File: config.mk
export PLATFORM = sky130hd
export DESIGN_NAME = sb_shared_bus
export DESIGN_NICKNAME = d
export VERILOG_FILES = /design/src/rtl/sb_pkg.sv /design/src/rtl/sb_arbiter.sv /design/src/rtl/sb_nic_master.sv /design/src/rtl/sb_contender.sv /design/src/rtl/sb_mem_target.sv /design/src/rtl/sb_shared_bus.sv
export SDC_FILE = /design/constraint.sdc
export NUM_CORES = 1
export LEC_CHECK = 0
export ABC_AREA = 1
export BUFFER_PORTS_ARGS = -buffer_cell sky130_fd_sc_hd__buf_2
export CAP_MARGIN = 15
export CORE_MARGIN = 2
export CORE_UTILIZATION = 24
export CTS_CLUSTER_SIZE = 40
export DETAILED_ROUTE_END_ITERATION = 6
export GPL_TIMING_DRIVEN = 0
export REMOVE_ABC_BUFFERS = 1
export SYNTH_ARGS = -nofsm -noshare
export SYNTH_HDL_FRONTEND = slang
export SYNTH_SLANG_ARGS = --single-unit
File: constraint.sdc
create_clock -name clk -period 31.9 [get_ports clk]
set_clock_uncertainty 0.15 [all_clocks]
set_input_delay 6.38 -clock clk [delete_from_list [all_inputs] [get_ports clk]]
set_output_delay 6.38 -clock clk [all_outputs]
set_load 0.02 [all_outputs]
File: src/rtl/sb_pkg.sv
package sb_pkg;
  localparam int M_NIC     = 0;
  localparam int M_CON     = 1;
  localparam int N_MASTERS = 2;

  localparam logic AD_MEM   = 1'b0;
  localparam logic AD_OTHER = 1'b1;

  typedef enum logic [1:0] {NIC_IDLE, NIC_REQ, NIC_XFER} nic_st_t;
  typedef enum logic [1:0] {CON_GAP, CON_REQ, CON_BUSY} con_st_t;
endpackage

File: src/rtl/sb_arbiter.sv
module sb_arbiter #(
  parameter int N = 2
) (
  input  logic         clk,
  input  logic         rst,
  input  logic [N-1:0] req,
  input  logic         frame_n,
  output logic [N-1:0] gnt
);
  localparam int IDX_W = (N > 1) ? $clog2(N) : 1;

  logic [IDX_W-1:0] last_q;
  logic [N-1:0]     pick;
  logic [IDX_W-1:0] pick_idx;
  logic             found;

  // rotating search that starts just after the last winner
  always_comb begin
    pick     = '0;
    pick_idx = '0;
    found    = 1'b0;
    for (int k = 1; k <= N; k++) begin
      if (!found && req[(int'(last_q) + k) % N]) begin
        found = 1'b1;
        pick[(int'(last_q) + k) % N] = 1'b1;
        pick_idx = IDX_W'((int'(last_q) + k) % N);
      end
    end
  end

  always_ff @(posedge clk) begin
    if (rst) begin
      gnt    <= '0;
      last_q <= IDX_W'(N - 1);
    end else if (|gnt) begin
      // acquisition done, or the requester withdrew
      if (!frame_n || !(|(gnt & req))) gnt <= '0;
    end else if (frame_n && found) begin
      gnt    <= pick;
      last_q <= pick_idx;
    end
  end
endmodule

File: src/rtl/sb_nic_master.sv
module sb_nic_master
  import sb_pkg::*;
#(
  parameter int LEN_W = 4
) (
  input  logic             clk,
  input  logic             rst,
  input  logic             start,
  input  logic [LEN_W-1:0] len,
  input  logic             gnt,
  input  logic             bus_irdy_n,
  input  logic             bus_trdy_n,
  output logic             req,
  output logic             frame_drv_n,
  output logic             irdy_drv_n,
  output logic             ad_drv,
  output logic             busy,
  output logic             beat,
  output logic             done
);
  nic_st_t          st_q;
  logic [LEN_W-1:0] len_q;
  logic [LEN_W-1:0] cnt_q;

  assign req  = (st_q == NIC_REQ);
  assign busy = (st_q != NIC_IDLE);
  assign beat = (st_q == NIC_XFER) && !bus_irdy_n && !bus_trdy_n;

  always_ff @(posedge clk) begin
    if (rst) begin
      st_q        <= NIC_IDLE;
      len_q       <= '0;
      cnt_q       <= '0;
      frame_drv_n <= 1'b1;
      irdy_drv_n  <= 1'b1;
      ad_drv      <= 1'b1;
      done        <= 1'b0;
    end else begin
      done <= 1'b0;
      unique case (st_q)
        NIC_IDLE: begin
          if (start && (len != '0)) begin
            len_q <= len;
            st_q  <= NIC_REQ;
          end
        end
        NIC_REQ: begin
          if (gnt) begin
            frame_drv_n <= 1'b0;
            irdy_drv_n  <= 1'b0;
            ad_drv      <= AD_MEM;
            cnt_q       <= '0;
            st_q        <= NIC_XFER;
          end
        end
        NIC_XFER: begin
          if (beat) begin
            if (cnt_q == len_q - 1'b1) begin
              frame_drv_n <= 1'b1;
              irdy_drv_n  <= 1'b1;
              ad_drv      <= 1'b1;
              done        <= 1'b1;
              st_q        <= NIC_IDLE;
            end else begin
              cnt_q <= cnt_q + 1'b1;
            end
          end
        end
        default: st_q <= NIC_IDLE;
      endcase
    end
  end
endmodule

File: src/rtl/sb_contender.sv
module sb_contender
  import sb_pkg::*;
#(
  parameter int          GAP_MIN   = 2,
  parameter int          GAP_MAX   = 9,
  parameter int          BUSY_MIN  = 3,
  parameter int          BUSY_MAX  = 12,
  parameter int          LFSR_W    = 16,
  parameter logic [15:0] LFSR_TAPS = 16'hB400,
  parameter logic [15:0] LFSR_SEED = 16'hACE1
) (
  input  logic clk,
  input  logic rst,
  input  logic en,
  input  logic gnt,
  output logic req,
  output logic frame_drv_n
);
  localparam int TOP      = (GAP_MAX > BUSY_MAX) ? GAP_MAX : BUSY_MAX;
  localparam int CNT_W    = $clog2(TOP + 1);
  localparam int GAP_SPAN = GAP_MAX - GAP_MIN + 1;
  localparam int BSY_SPAN = BUSY_MAX - BUSY_MIN + 1;

  con_st_t           st_q;
  logic [CNT_W-1:0]  cnt_q;
  logic [LFSR_W-1:0] lfsr_q;
  logic [CNT_W-1:0]  gap_len;
  logic [CNT_W-1:0]  bsy_len;

  assign gap_len = CNT_W'(GAP_MIN + (int'(lfsr_q) % GAP_SPAN));
  assign bsy_len = CNT_W'(BUSY_MIN + (int'(lfsr_q) % BSY_SPAN));
  assign req     = (st_q == CON_REQ);

  always_ff @(posedge clk) begin
    if (rst) begin
      lfsr_q <= LFSR_SEED[LFSR_W-1:0];
    end else begin
      lfsr_q <= {1'b0, lfsr_q[LFSR_W-1:1]} ^
                (lfsr_q[0] ? LFSR_TAPS[LFSR_W-1:0] : '0);
    end
  end

  always_ff @(posedge clk) begin
    if (rst) begin
      st_q        <= CON_GAP;
      cnt_q       <= CNT_W'(GAP_MIN);
      frame_drv_n <= 1'b1;
    end else begin
      unique case (st_q)
        CON_GAP: begin
          if (cnt_q != '0) cnt_q <= cnt_q - 1'b1;
          else if (en)     st_q  <= CON_REQ;
        end
        CON_REQ: begin
          if (gnt) begin
            frame_drv_n <= 1'b0;
            cnt_q       <= bsy_len - 1'b1;
            st_q        <= CON_BUSY;
          end else if (!en) begin
            st_q <= CON_GAP;
          end
        end
        CON_BUSY: begin
          if (cnt_q == '0) begin
            frame_drv_n <= 1'b1;
            cnt_q       <= gap_len;
            st_q        <= CON_GAP;
          end else begin
            cnt_q <= cnt_q - 1'b1;
          end
        end
        default: st_q <= CON_GAP;
      endcase
    end
  end
endmodule

File: src/rtl/sb_mem_target.sv
module sb_mem_target
  import sb_pkg::*;
#(
  parameter int TGT_LAT = 2
) (
  input  logic clk,
  input  logic rst,
  input  logic frame_n,
  input  logic ad,
  output logic trdy_n
);
  localparam int TW = (TGT_LAT > 0) ? $clog2(TGT_LAT + 1) : 1;

  logic          act_q;
  logic [TW-1:0] lat_q;

  assign trdy_n = !(act_q && (lat_q == '0) && !frame_n);

  always_ff @(posedge clk) begin
    if (rst) begin
      act_q <= 1'b0;
      lat_q <= '0;
    end else if (!act_q) begin
      if (!frame_n && (ad == AD_MEM)) begin
        act_q <= 1'b1;
        lat_q <= TW'(TGT_LAT);
      end
    end else if (frame_n) begin
      act_q <= 1'b0;
    end else if (lat_q != '0) begin
      lat_q <= lat_q - 1'b1;
    end
  end
endmodule

File: src/rtl/sb_shared_bus.sv
module sb_shared_bus
  import sb_pkg::*;
#(
  parameter int          LEN_W     = 4,
  parameter int          TGT_LAT   = 2,
  parameter int          GAP_MIN   = 2,
  parameter int          GAP_MAX   = 9,
  parameter int          BUSY_MIN  = 3,
  parameter int          BUSY_MAX  = 12,
  parameter int          LFSR_W    = 16,
  parameter logic [15:0] LFSR_TAPS = 16'hB400,
  parameter logic [15:0] LFSR_SEED = 16'hACE1
) (
  input  logic             clk,
  input  logic             rst,
  input  logic             cont_en,
  input  logic             nic_start,
  input  logic [LEN_W-1:0] nic_len,
  output logic             nic_busy,
  output logic             nic_beat,
  output logic             nic_done,
  output logic [1:0]       arb_req,
  output logic [1:0]       arb_gnt,
  output logic             bus_frame_n,
  output logic             bus_irdy_n,
  output logic             bus_trdy_n,
  output logic             bus_ad
);
  logic nic_frame_n, nic_irdy_n, nic_ad;
  logic con_frame_n;

  // open lines with pull-up: any agent pulling low wins
  assign bus_frame_n = nic_frame_n & con_frame_n;
  assign bus_irdy_n  = nic_irdy_n;
  // contender selects the other device, which equals the released level
  assign bus_ad      = nic_ad & (con_frame_n | AD_OTHER);

  sb_arbiter #(.N(N_MASTERS)) u_arb (
    .clk(clk), .rst(rst), .req(arb_req), .frame_n(bus_frame_n), .gnt(arb_gnt)
  );

  sb_nic_master #(.LEN_W(LEN_W)) u_nic (
    .clk(clk), .rst(rst), .start(nic_start), .len(nic_len),
    .gnt(arb_gnt[M_NIC]), .bus_irdy_n(bus_irdy_n), .bus_trdy_n(bus_trdy_n),
    .req(arb_req[M_NIC]), .frame_drv_n(nic_frame_n), .irdy_drv_n(nic_irdy_n),
    .ad_drv(nic_ad), .busy(nic_busy), .beat(nic_beat), .done(nic_done)
  );

  sb_contender #(
    .GAP_MIN(GAP_MIN), .GAP_MAX(GAP_MAX), .BUSY_MIN(BUSY_MIN),
    .BUSY_MAX(BUSY_MAX), .LFSR_W(LFSR_W), .LFSR_TAPS(LFSR_TAPS),
    .LFSR_SEED(LFSR_SEED)
  ) u_con (
    .clk(clk), .rst(rst), .en(cont_en), .gnt(arb_gnt[M_CON]),
    .req(arb_req[M_CON]), .frame_drv_n(con_frame_n)
  );

  sb_mem_target #(.TGT_LAT(TGT_LAT)) u_tgt (
    .clk(clk), .rst(rst), .frame_n(bus_frame_n), .ad(bus_ad), .trdy_n(bus_trdy_n)
  );
endmodule

# Word level (Yosys, flattened, before mapping)
# Cells that the tools add are included.
[word_totals]
mem_bits_ro = 0
inputBits = 8
ramBits = 0
out_inout_bits = 11
regBits = 41
n_memories = 0
elab_cells = 152
latchBits = 0
[op_classes]
multipliers = 0
div_mod_pow = 1
bitwise_logic = 10
magnitude_cmp = 4
reduce_logical = 42
muxes = 54
eq_ne = 19
shifts = 0
addsub = 9
[op_table]
columns = ["op", "n"]
rows = [
  ["2-bit two-way mux", 18],
  ["17-bit by 5-bit modulo with 32-bit output, second input constant", 1],
  ["4-bit two-way mux", 6],
  ["1-bit two-way mux", 21],
  ["2-bit inequality test, second input constant", 9],
  ["16-bit two-way mux", 1],
  ["4-bit AND reduction", 4],
  ["15-bit by 16-bit XOR with 16-bit output", 1],
  ["2-bit case mux with 3 select lines", 2],
  ["4-bit case mux with 3 select lines", 1],
  ["2-bit nonzero test", 6],
  ["4-bit by 1-bit subtractor with 4-bit output, second input constant", 3],
  ["1-bit logical AND", 10],
  ["3-bit AND reduction", 3],
  ["2-bit by 1-bit inequality test with 1-bit output, second input constant", 4],
  ["4-bit case mux with 2 select lines", 1],
  ["4-bit nonzero test", 2],
  ["2-bit logical NOT", 3],
  ["2-bit by 3-bit less-than comparator with 1-bit output, second input constant", 2],
  ["2-bit AND reduction", 3],
  ["1-bit logical NOT", 5],
  ["2-bit by 3-bit adder with 4-bit output, first input constant", 1],
  ["3-bit by 4-bit adder with 4-bit output, first input constant", 1],
  ["4-bit by 1-bit adder with 4-bit output, second input constant", 1],
  ["other kinds (19)", 30],
]

# Logic depth before layout (Yosys ltp)
# Gate-level depths: netlist of run 1.
[depth]
ltp_word = 12
depth_mapped = 112
depth_no_buf = 109

# Hierarchy
# A second synthesis of run 1 with hierarchy kept.
[hier_totals]
cells_unflattened = 1647
hier_area_um2 = 9151.3
[modules_own_cells]
columns = ["module", "instances", "area_each_um2", "cells_each", "seq_area_each_um2"]
rows = [
  ["sb_contender", 1, 8081.5, 1488, 460.4],
  ["sb_nic_master", 1, 695.7, 100, 240.2],
  ["sb_arbiter", 1, 202.7, 34, 60.1],
  ["sb_mem_target", 1, 163.9, 23, 60.1],
  ["sb_shared_bus", 1, 7.5, 2, 0.0],
]

# Worst setup path after synthesis of run 1
# OpenSTA, ideal clock, no wires.
[synth_path]
path_kind = "flip-flop to flip-flop"
start = "reg u_con.lfsr_q[2]"
end = "reg u_con.cnt_q[3]"
required_time_ns = 31.631
synth_period_minus_slack_ns = 11.340
stages_incl_launch_ff = 93
t_arrival_ns = 11.070
setup_time_ns = 0.119
path_slack_ns = 20.560
n_path_buf = 8
path_cell_list = "dfxtp_1 > inv_1 > ha_1 > inv_1 > nand2_4 > nor2_4 > nand3_1 > nand2_1 > nand2_1 > ha_1 > o21ai_1 > inv_1 > nor2_1 > nand2_2 > nand3_1 > nand3_2 > nand2_4 > buf_6 > [... 57 more ...] > inv_2 > nand2_2 > nand2_1 > nor2_2 > nand3_4 > nand2_1 > nand3_1 > nand2_1 > inv_1 > nor2_2 > nand3_2 > nand2_2 > xnor2_1 > ha_1 > xnor2_1 > nand3_1 > nand3_1 > a21oi_1"
[synth_via]
elab_chain_cells = 5
word_cells_on_any_way = 7
cone_classes = "add/sub: 3; div: 1; mux: 3"
[synth_lines]
columns = ["element", "line", "text"]
rows = [
  ["start, declared", "sb_contender.sv:26", "logic [LFSR_W-1:0] lfsr_q;"],
  ["start signal, assigned", "sb_contender.sv:36", "lfsr_q <= LFSR_SEED[LFSR_W-1:0];"],
  ["start signal, assigned", "sb_contender.sv:38", "lfsr_q <= {1'b0, lfsr_q[LFSR_W-1:1]} ^"],
  ["17-bit by 5-bit modulo with 32-bit output", "sb_contender.sv:31", "assign bsy_len = CNT_W'(BUSY_MIN + (int'(lfsr_q) % BSY_SPAN));"],
  ["3-bit by 4-bit adder with 4-bit output", "sb_contender.sv:31", ""],
  ["4-bit by 1-bit subtractor with 4-bit output", "sb_contender.sv:57", "cnt_q <= bsy_len - 1'b1;"],
  ["4-bit two-way mux", "sb_contender.sv:55", "if (gnt) begin"],
  ["4-bit case mux with 3 select lines (*)", "sb_contender.sv:49", "unique case (st_q)"],
  ["end signal, assigned", "sb_contender.sv:46", "cnt_q <= CNT_W'(GAP_MIN);"],
  ["end signal, assigned", "sb_contender.sv:51", "if (cnt_q != '0) cnt_q <= cnt_q - 1'b1;"],
  ["end signal, assigned", "sb_contender.sv:57", ""],
  ["end, declared", "sb_contender.sv:25", "logic [CNT_W-1:0] cnt_q;"],
]
# Mark *: on every way between the ends. The rest lies on a longest branch, timed or not. The select of a mux whose other input is x is not followed.
# A chain may end at the register's enable or synchronous reset.

# Final worst setup path of run 1
# Ends and elaborated chain as after synthesis.

==> flow_summary.json, run 1 <==
{
  "yosysSeqAreaShare": 0.08974,
  "grt_setup_unrepaired": "false",
  "setup.worst_path.class": "flip-flop to flip-flop",
  "clkTransAtPathRegs_ns": 0.06,
  "fin_nets": 1661,
  "grt_pass1_wl_mm": 41.48,
  "max_slew.worst_pin.slew_ns": 0.7580,
  "startpoint_type": "flip-flop",
  "detail-route-antenna-nets": 0,
  "antenna_found_initial": 0,
  "ff2ff_setup_slack_ns": 16.79,
  "maxCapViolCount": 0,
  "timing.final.crit_period_ns": 15.11,
  "cts_tree": "done",
  "cts_buffers": 5,
  "grt_use_total": 0.1202,
  "cellLeakagePower_nw": 4.844,
  "post-dp-hpwl_mm": 19.50,
  "max-clock-path-buffers": 2,
  "finalCritPeriodShare": 0.4737,
  "cp.arrival_ns": 15.17,
  "cts_hold_buf": 0,
  "maxSlewViolCount": 0,
  "start_util": 0.2434,
  "cts_sinks": 41,
  "max_freq_mhz": 66.17,
  "die_area_um2": 39690,
  "synthesis.area_um2": 9146,
  "grt_start_max_net_pins": 24,
  "syn_inst": 1642,
  "synth_edf_count": 0,
  "p_sw_frac": 0.6429,
  "clk_latency_ns": 0.28,
  "synthTopCellsByArea": "nand2_1 20%, nand3_1 9.2%, dfxtp_1 9.0%, inv_1 8.5%, nand2_2 7.5%",
  "power_switching_uw": 734.5,
  "num_vias": 9869,
  "endpoint_kind": "flip-flop",
  "die_h_um": 199.2,
  "root_buffer": "clkbuf_16",
  "fin_setup_tns_ns": 0,
  "cp_top_family": "simple AND/OR/NAND/NOR gates",
  "synth-async-reset-ratio": 0,
  "hold_path.class": "flip-flop to flip-flop",
  "r2r-start": "u_con.lfsr_q[2]",
  "cpMostUsedCell": "nand2_1",
  "worstSetupStartpoint": "u_con.lfsr_q[2]",
  "fp.dieW_um": 199.2,
  "synth_area_leader_cell": "nand2_1",
  "slowest_delay_ns": 0.58,
  "routedWlPerCell_um": 10.94,
  "required_ns": 31.96,
  "cp-endpoint": "u_con.cnt_q[3]",
  "h-tree-depth": 2,
  "slew_headroom": 0.4900,
  "area_growth_syn_to_layout_pct": 6.689,
  "slowest_stage": "nand4_2",
  "portBuffers": 18,
  "critical_path.max_fanout": 23,
  "routed_via_density": 4.588,
  "yosysTopAreaCellShare": 0.1999,
  "power_frac_clock": 0.043,
  "detail_route.iter0.violations": 460,
  "internal-power_uw": 408.0,
  "pwr-share-seq": 0.059,
  "core_um2": 37580,
  "irDropWorstVdd_v": 0.00005021,
  "crit_buf_inv": 11,
  "final_cell_mix": "487 x nand2_1, 206 x inv_1, 168 x nand3_1",
  "ys_warn_count": 0,
  "worstSetupPathDepth": 93,
  "drive_gt1_frac": 0.1774,
  "ys_types": 55,
  "num_rows": 71,
  "combPwrFrac": 0.898,
  "fin_util": 0.2597,
  "n_antenna_cell": 0,
  "hold_viol": 0,
  "avgSynthCellArea_um2": 5.570,
  "powerDensity_nw_per_um2": 117.1,
  "final_common_cell": "nand2_1",
  "cts_resized": 0,
  "r2r_cells": 93,
  "grt_remaining_overflow": 0,
  "ys_ff_latch": 41,
  "cts_setup_buffers": 0,
  "drc_errors": 0,
  "worst_r2r_endpoint": "u_con.cnt_q[3]",
  "worstHoldPathCells": 2,
  "ys.flop_type": "dfxtp_1",
  "ios": 19,
  "setup_viol": 0,
  "grt_pass1_vias": 9308,
  "drt_pass1_iterations": 5,
  "outcome": "complete, no violations",
  "wl_mm": 23.53,
  "gp_congestion": 0.8907
}
## flip-flops by register name (all words and copies together) (netlist names)
signal / cells
u_con.lfsr_q: 16
u_con.cnt_q: 4
u_nic.cnt_q: 4
u_nic.len_q: 4
u_arb.gnt: 2
u_con.st_q: 2
u_nic.st_q: 2
u_tgt.lat_q: 2
u_arb.last_q: 1
u_con.frame_drv_n: 1
u_nic.done: 1
u_nic.irdy_drv_n: 1
u_tgt.act_q: 1
## through the flow
step | power (mW) | std cells | worst slack (ns) | hold WS [ns] | area, um2
floorplan | 0.8962 | 1614 | 19.55 | 0.2833 | 8882
global placement | 1.075 | 2143 | 17.01 | 0.3040 | 9612
detailed placement | 1.086 | 2143 | 16.80 | 0.3160 | 9612
CTS | 1.141 | 2151 | 16.72 | 0.3273 | 9758
global route | 1.295 | 2151 | 15.01 | 0.3606 | 9758
finish | 1.142 | 2151 | 16.79 | 0.3228 | 9758
## worst reg2reg max path, delay by kind of cell, from the launching register on
family | cells | cell delay [ns]
buffers and inverters | 11 | 0.98
AO/OA/AOI/OAI | 3 | 0.49
AND/OR/NAND/NOR | 74 | 11.96
flip-flops | 1 | 0.45
adder cells (fa/ha/maj) | 3 | 0.73
XOR/XNOR | 2 | 0.28
## layer usage
metal  GRT usage  wire (um)  vias to the layer above
met4     0.01216        166                        0
met1      0.1604      11560                     4476
met3    0.006414        563                       17
met2      0.2191      11240                      125
met5           0          0                        -
li1            -          -                     5251
## cell type report
class	count	area, um2
repair buffers	18	90.09
well taps	511	639.4
flip-flops and latches	41	820.8
clock inverters	3	21.27
fillers	4249	27820
multi-input cells	1336	7154
inverters	237	907.1
clock buffers	5	125.1
## worst min path at each step
stage	from	end	slack (ns)
4_1_cts	u_con.lfsr_q[7]	u_con.lfsr_q[6]	0.33
6_report	u_nic.len_q[1]	u_nic.len_q[1]	0.32
2_1_floorplan	u_con.cnt_q[1]	u_con.cnt_q[1]	0.28
5_1_grt	u_con.cnt_q[1]	u_con.cnt_q[1]	0.36
3_5_place_dp	u_con.cnt_q[1]	u_con.cnt_q[1]	0.32
3_3_place_gp	u_con.cnt_q[1]	u_con.cnt_q[1]	0.30
## Yosys cell counts, types with 14 or more instances
cell,n
nand3_2,34
xor2_1,28
inv_2,18
nand4_1,59
buf_6,17
nand2_2,109
inv_1,206
ha_1,14
nor2_1,162
nand3_1,168
nand2_1,487
xnor2_1,20
nand2_4,19
nor3_1,15
o21ai_0,46
dfxtp_1,41
nor2_2,37
a21oi_1,48
## cell families after synthesis
| group | share of synthesized area |
|---|---|
| buf+inv | 0.1280 |
| fa+ha+maj | 0.01915 |
| simple gates | 0.6332 |
| xor+xnor | 0.04774 |
| flops | 0.08974 |
| compound gates | 0.08208 |
## power groups by stage
stage | clock network [mW] | logic [mW] | registers (mW)
after floorplan | 0 | 0.829 | 0.0676
after CTS | 0.0507 | 1.02 | 0.0670
after detailed placement | 0 | 1.02 | 0.0681
after global placement | 0 | 1.01 | 0.0679
final | 0.0496 | 1.03 | 0.0670
after global routing | 0.0528 | 1.17 | 0.0681
Power figures use the tool's default switching activity.
==> run 2, diff against run 1 <==
==> constraint.sdc (replaced) <==
create_clock -name clk -period 12.6 [get_ports clk]
set_clock_uncertainty 0.15 [all_clocks]
set_input_delay 2.52 -clock clk [delete_from_list [all_inputs] [get_ports clk]]
set_output_delay 2.52 -clock clk [all_outputs]
set_load 0.02 [all_outputs]
==> flow_summary.json, run 2 (synthesized netlist as in run 1, its figures left out) <==
{
  "drc_errors": 0,
  "detail_route.iter0.violations": 657,
  "die_h_um": 199.2,
  "timing.final.crit_period_ns": 12.29,
  "max_freq_mhz": 81.38,
  "hold_viol": 0,
  "num_vias": 11020,
  "grt_setup_unrepaired": "true",
  "num_rows": 71,
  "cp.arrival_ns": 12.35,
  "gp_congestion": 0.8907,
  "maxSlewViolCount": 0,
  "grt_pass1_vias": 9726,
  "grt_use_total": 0.1275,
  "startpoint_type": "flip-flop",
  "cpMostUsedCell": "nor2_4",
  "final_common_cell": "nand2_1",
  "outcome": "complete, no violations",
  "fin_nets": 1826,
  "cts_tree": "done",
  "detail-route-antenna-nets": 0,
  "antenna_found_initial": 0,
  "cts_buffers": 5,
  "slowest_stage": "dfxtp_4",
  "cts_hold_buf": 0,
  "core_um2": 37580,
  "die_area_um2": 39690,
  "n_fill_cell": 3848,
  "clkTransAtPathRegs_ns": 0.06,
  "final_cell_mix": "385 x nand2_1, 185 x inv_1, 138 x nand2_2",
  "setup.worst_path.class": "flip-flop to flip-flop",
  "drt_pass1_iterations": 5,
  "max-clock-path-buffers": 2,
  "fin_util": 0.3450,
  "finalCritPeriodShare": 0.9752,
  "max_slew.worst_pin.slew_ns": 0.7433,
  "maxCapViolCount": 0,
  "post-dp-hpwl_mm": 19.50,
  "start_util": 0.2434,
  "slew_headroom": 0.4999,
  "endpoint_kind": "flip-flop",
  "root_buffer": "clkbuf_16",
  "largest_reg_flops": 16,
  "ios": 19,
  "cts_sinks": 41,
  "grt_remaining_overflow": 0,
  "drive_gt1_frac": 0.3839,
  "slowest_delay_ns": 0.39,
  "clk_latency_ns": 0.28,
  "h-tree-depth": 2,
  "n_antenna_cell": 0,
  "required_ns": 12.67,
  "grt_pass1_wl_mm": 43.68,
  "area_growth_syn_to_layout_pct": 41.74,
  "setup_viol": 0,
  "routed_via_density": 4.758,
  "hold_path.class": "flip-flop to flip-flop",
  "portBuffers": 18,
  "wl_mm": 28.48,
  "fp.dieW_um": 199.2,
  "top_register": "u_con.lfsr_q",
  "grt_start_max_net_pins": 24,
  "routedWlPerCell_um": 12.30,
  "critical_path.max_fanout": 8
}
==> run 2: cell count changes in the layout (fill, tap and decap cells not counted), moves of 29 or more <==
cell / delta
nand2_1: -102
nand2_4: +65
nand3_1: -37
nor2_4: +43
nand3_4: +31
buf_4: +129
nand2_2: +29
nor2_1: -43
==> run 2: final timing paths <==
kind	startpoint	end	slack [ns]	cells after the start
max	u_con.lfsr_q[1]	u_con.cnt_q[3]	0.31	97
max reg2reg	u_con.lfsr_q[1]	u_con.cnt_q[3]	0.31	97
min reg2reg	u_con.lfsr_q[9]	u_con.lfsr_q[8]	0.32	2
min	u_con.lfsr_q[9]	u_con.lfsr_q[8]	0.32	2
==> run 2: metal layers <==
layer  GRT usage  vias to the layer above  part of all wire
li1            -                     5615                 -
met1      0.1686                     5120              0.44
met2      0.2304                      236              0.51
met3    0.007932                       48             0.032
met4     0.01907                        0             0.016
met5           0                        -                 0
==> run 2: per-stage QoR <==
stage | setup TNS [ns] | std cells | cell area (um2) | hold slack [ns] | setup WS (ns)
floorplan | 0 | 1614 | 8882 | 0.2833 | 0.2480
global placement | -6.258 | 2143 | 9612 | 0.3040 | -2.288
detailed placement | -6.883 | 2143 | 9612 | 0.3160 | -2.505
CTS | 0 | 2199 | 10410 | 0.3273 | 0.007276
global route | -0.7662 | 2316 | 12960 | 0.3606 | -0.4371
finish | 0 | 2316 | 12960 | 0.3221 | 0.3121
==> run 2: critical path, delay by kind of cell, from the launching register on <==
family | cells | cell delay, ns
simple gates | 72 | 8.14
flops | 1 | 0.39
fa+ha+maj | 3 | 0.64
buf+inv | 17 | 2.19
compound gates | 3 | 0.40
xor+xnor | 2 | 0.24
==> run 2: cell type report <==
class	instances	area, um2	share of cell area
Clock buffer	5	125.1	0.009652
Tap cell	511	639.4	0.04932
Sequential cell	41	834.6	0.06438
Timing Repair Buffer	172	1415	0.1092
Multi-Input combinational cell	1347	8964	0.6914
Clock inverter	3	21.27	0.001641
Inverter	237	964.7	0.07441
==> run 2: repair_timing <==
item	in CTS	in global routing
resized for setup	51	408
setup endpoints to repair	3	3
buffers inserted	40	114
pin swaps	27	170
cloned	8	4
Power of run 2 is not shown: default switching activity piles up to over one toggle a cycle in this logic, so the estimate is an artifact.
==> run 3, diff against run 2 <==
--- a/config.mk
+++ b/config.mk
@@ -9,7 +9,7 @@
 export BUFFER_PORTS_ARGS = -buffer_cell sky130_fd_sc_hd__buf_2
 export CAP_MARGIN = 15
 export CORE_MARGIN = 2
-export CORE_UTILIZATION = 24
+export CORE_UTILIZATION = 45
 export CTS_CLUSTER_SIZE = 40
 export DETAILED_ROUTE_END_ITERATION = 6
 export GPL_TIMING_DRIVEN = 0
==> flow_summary.json, run 3 (synthesized netlist as in run 1, its figures left out) <==
{
  "crit_buf_inv": 14,
  "cts_tree": "done",
  "power_switching_mw": 2.102,
  "fp.dieW_um": 146.6,
  "max_slew.worst_pin.slew_ns": 0.8656,
  "multiInputGateArea_um2": 8218,
  "cp_top_family": "simple AND/OR/NAND/NOR gates",
  "clk_latency_ns": 0.28,
  "setup_viol": 0,
  "startpoint_type": "flip-flop",
  "die_h_um": 146.6,
  "antenna_found_initial": 0,
  "hold_path.class": "flip-flop to flip-flop",
  "p_sw_frac": 0.6245,
  "area_growth_syn_to_layout_pct": 27.06,
  "finalCritPeriodShare": 0.9860,
  "critical_path.max_fanout": 8,
  "detail-route-antenna-nets": 0,
  "routed_via_density": 5.191,
  "wl_mm": 26.53,
  "maxCapViolCount": 0,
  "slew_headroom": 0.4176,
  "pwr-share-seq": 0.050,
  "dpl.cell_count": 1902,
  "ios": 19,
  "root_buffer": "clkbuf_16",
  "final_common_cell": "nand2_1",
  "fin_nets": 1784,
  "num_vias": 10550,
  "routedWlPerCell_um": 13.05,
  "endpoint_kind": "flip-flop",
  "h-tree-depth": 2,
  "design_area_um2": 11620,
  "grt_start_max_net_pins": 24,
  "cts_sinks": 41,
  "internal-power_mw": 1.264,
  "regArea_um2": 834.6,
  "gp_congestion": 0.8707,
  "grt_use_total": 0.2287,
  "timing.final.crit_period_ns": 12.42,
  "powerDensity_nw_per_um2": 289.6,
  "start_util": 0.4549,
  "fin_setup_tns_ns": 0,
  "n_fill_cell": 2024,
  "grt_remaining_overflow": 0,
  "largest_reg_flops": 16,
  "grt_pass1_vias": 9301,
  "post-dp-hpwl_mm": 19.08,
  "drt_pass1_iterations": 5,
  "portBuffers": 18,
  "power_frac_clock": 0.044,
  "cts_hold_buf": 0,
  "outcome": "complete, no violations",
  "cpMostUsedCell": "nand2_1",
  "max-clock-path-buffers": 2,
  "drive_gt1_frac": 0.3210,
  "detail_route.iter0.violations": 506,
  "irDropWorstVdd_v": 0.0001381,
  "power_mw": 3.366,
  "drc_errors": 0,
  "die_area_um2": 21480,
  "setup.worst_path.class": "flip-flop to flip-flop",
  "final_cells": 2033,
  "cellLeakagePower_nw": 5.675,
  "clkTransAtPathRegs_ns": 0.06,
  "n_antenna_cell": 0,
  "final_cell_mix": "427 x nand2_1, 194 x inv_1, 144 x nand3_1",
  "grt_setup_unrepaired": "true",
  "maxSlewViolCount": 0,
  "grt_pass1_wl_mm": 42.79,
  "hold_viol": 0,
  "slowest_delay_ns": 0.36,
  "core_um2": 20100,
  "top_register": "u_con.lfsr_q",
  "slowest_stage": "dfxtp_4",
  "num_rows": 52,
  "cts_buffers": 5,
  "place_area_um2": 9310,
  "required_ns": 12.62,
  "max_freq_mhz": 80.49,
  "cp.arrival_ns": 12.44,
  "combPwrFrac": 0.906
}
[run 3: cell count changes in the layout (fill, tap and decap cells not counted), moves of 4 or more]
cell / delta
o21ai_2: -4
buf_4: -44
inv_2: -7
nand3_4: -12
nand2_1: +42
nand2_4: -37
inv_1: +9
nor2_4: -17
o21ai_0: +5
nand3_1: +13
nor2_2: +6
nor2_1: +11
nand2_8: -9
[run 3: area by class of cell]
type,instances,area share
multi-input combinational,1347,0.7072
tap,270,0.02907
sequential,41,0.07181
clock inverter,1,0.002584
timing repair buffer,130,0.09636
clock buffer,7,0.01227
inverter,237,0.08075
[run 3: repair_timing]
item,in CTS,in global routing
pin swaps,26,95
endpoints found under the setup margin,3,3
cloned,8,4
resized for setup,50,227
buffers inserted,41,71
[run 3: power groups by stage]
stage | sequential [mW] | clock [mW] | combinational, mW
after floorplan | 0.171 | 0 | 2.10
after global placement | 0.172 | 0 | 2.53
after detailed placement | 0.172 | 0 | 2.56
after CTS | 0.170 | 0.152 | 2.67
after global routing | 0.173 | 0.157 | 3.43
final | 0.170 | 0.148 | 3.05
[run 3: worst paths after layout]
kind / to / slack (ns) / from / depth (start not counted)
max: u_con.cnt_q[3] / 0.18 / u_con.lfsr_q[1] / 100
min: u_con.lfsr_q[8] / 0.32 / u_con.lfsr_q[9] / 2
max reg2reg: u_con.cnt_q[3] / 0.18 / u_con.lfsr_q[1] / 100
min reg2reg: u_con.lfsr_q[8] / 0.32 / u_con.lfsr_q[9] / 2
[run 3: through the flow]
stage                       util  hold WS (ns)  worst slack (ns)
after detailed placement  0.4631        0.3152            -2.519
final                     0.5780        0.3235            0.1762
after floorplan                -        0.2833            0.2480
after global routing      0.5780        0.3563           -0.6230
after CTS                 0.5043        0.3272         0.0006590
after global placement    0.4631        0.3064            -2.419
[run 3: metal layers]
metal | routed length (um) | track usage
met2 | 12990 | 0.3981
met5 | 0 | 0
met1 | 12550 | 0.3199
met3 | 740 | 0.01156
met4 | 252 | 0.03252
[run 3: worst reg2reg max path, delay by kind of cell (launching register included)]
family | cells | cell delay, ns
flops | 1 | 0.36
fa+ha+maj | 3 | 0.62
buf+inv | 14 | 1.50
simple gates | 79 | 9.15
xor+xnor | 2 | 0.25
compound gates | 2 | 0.27
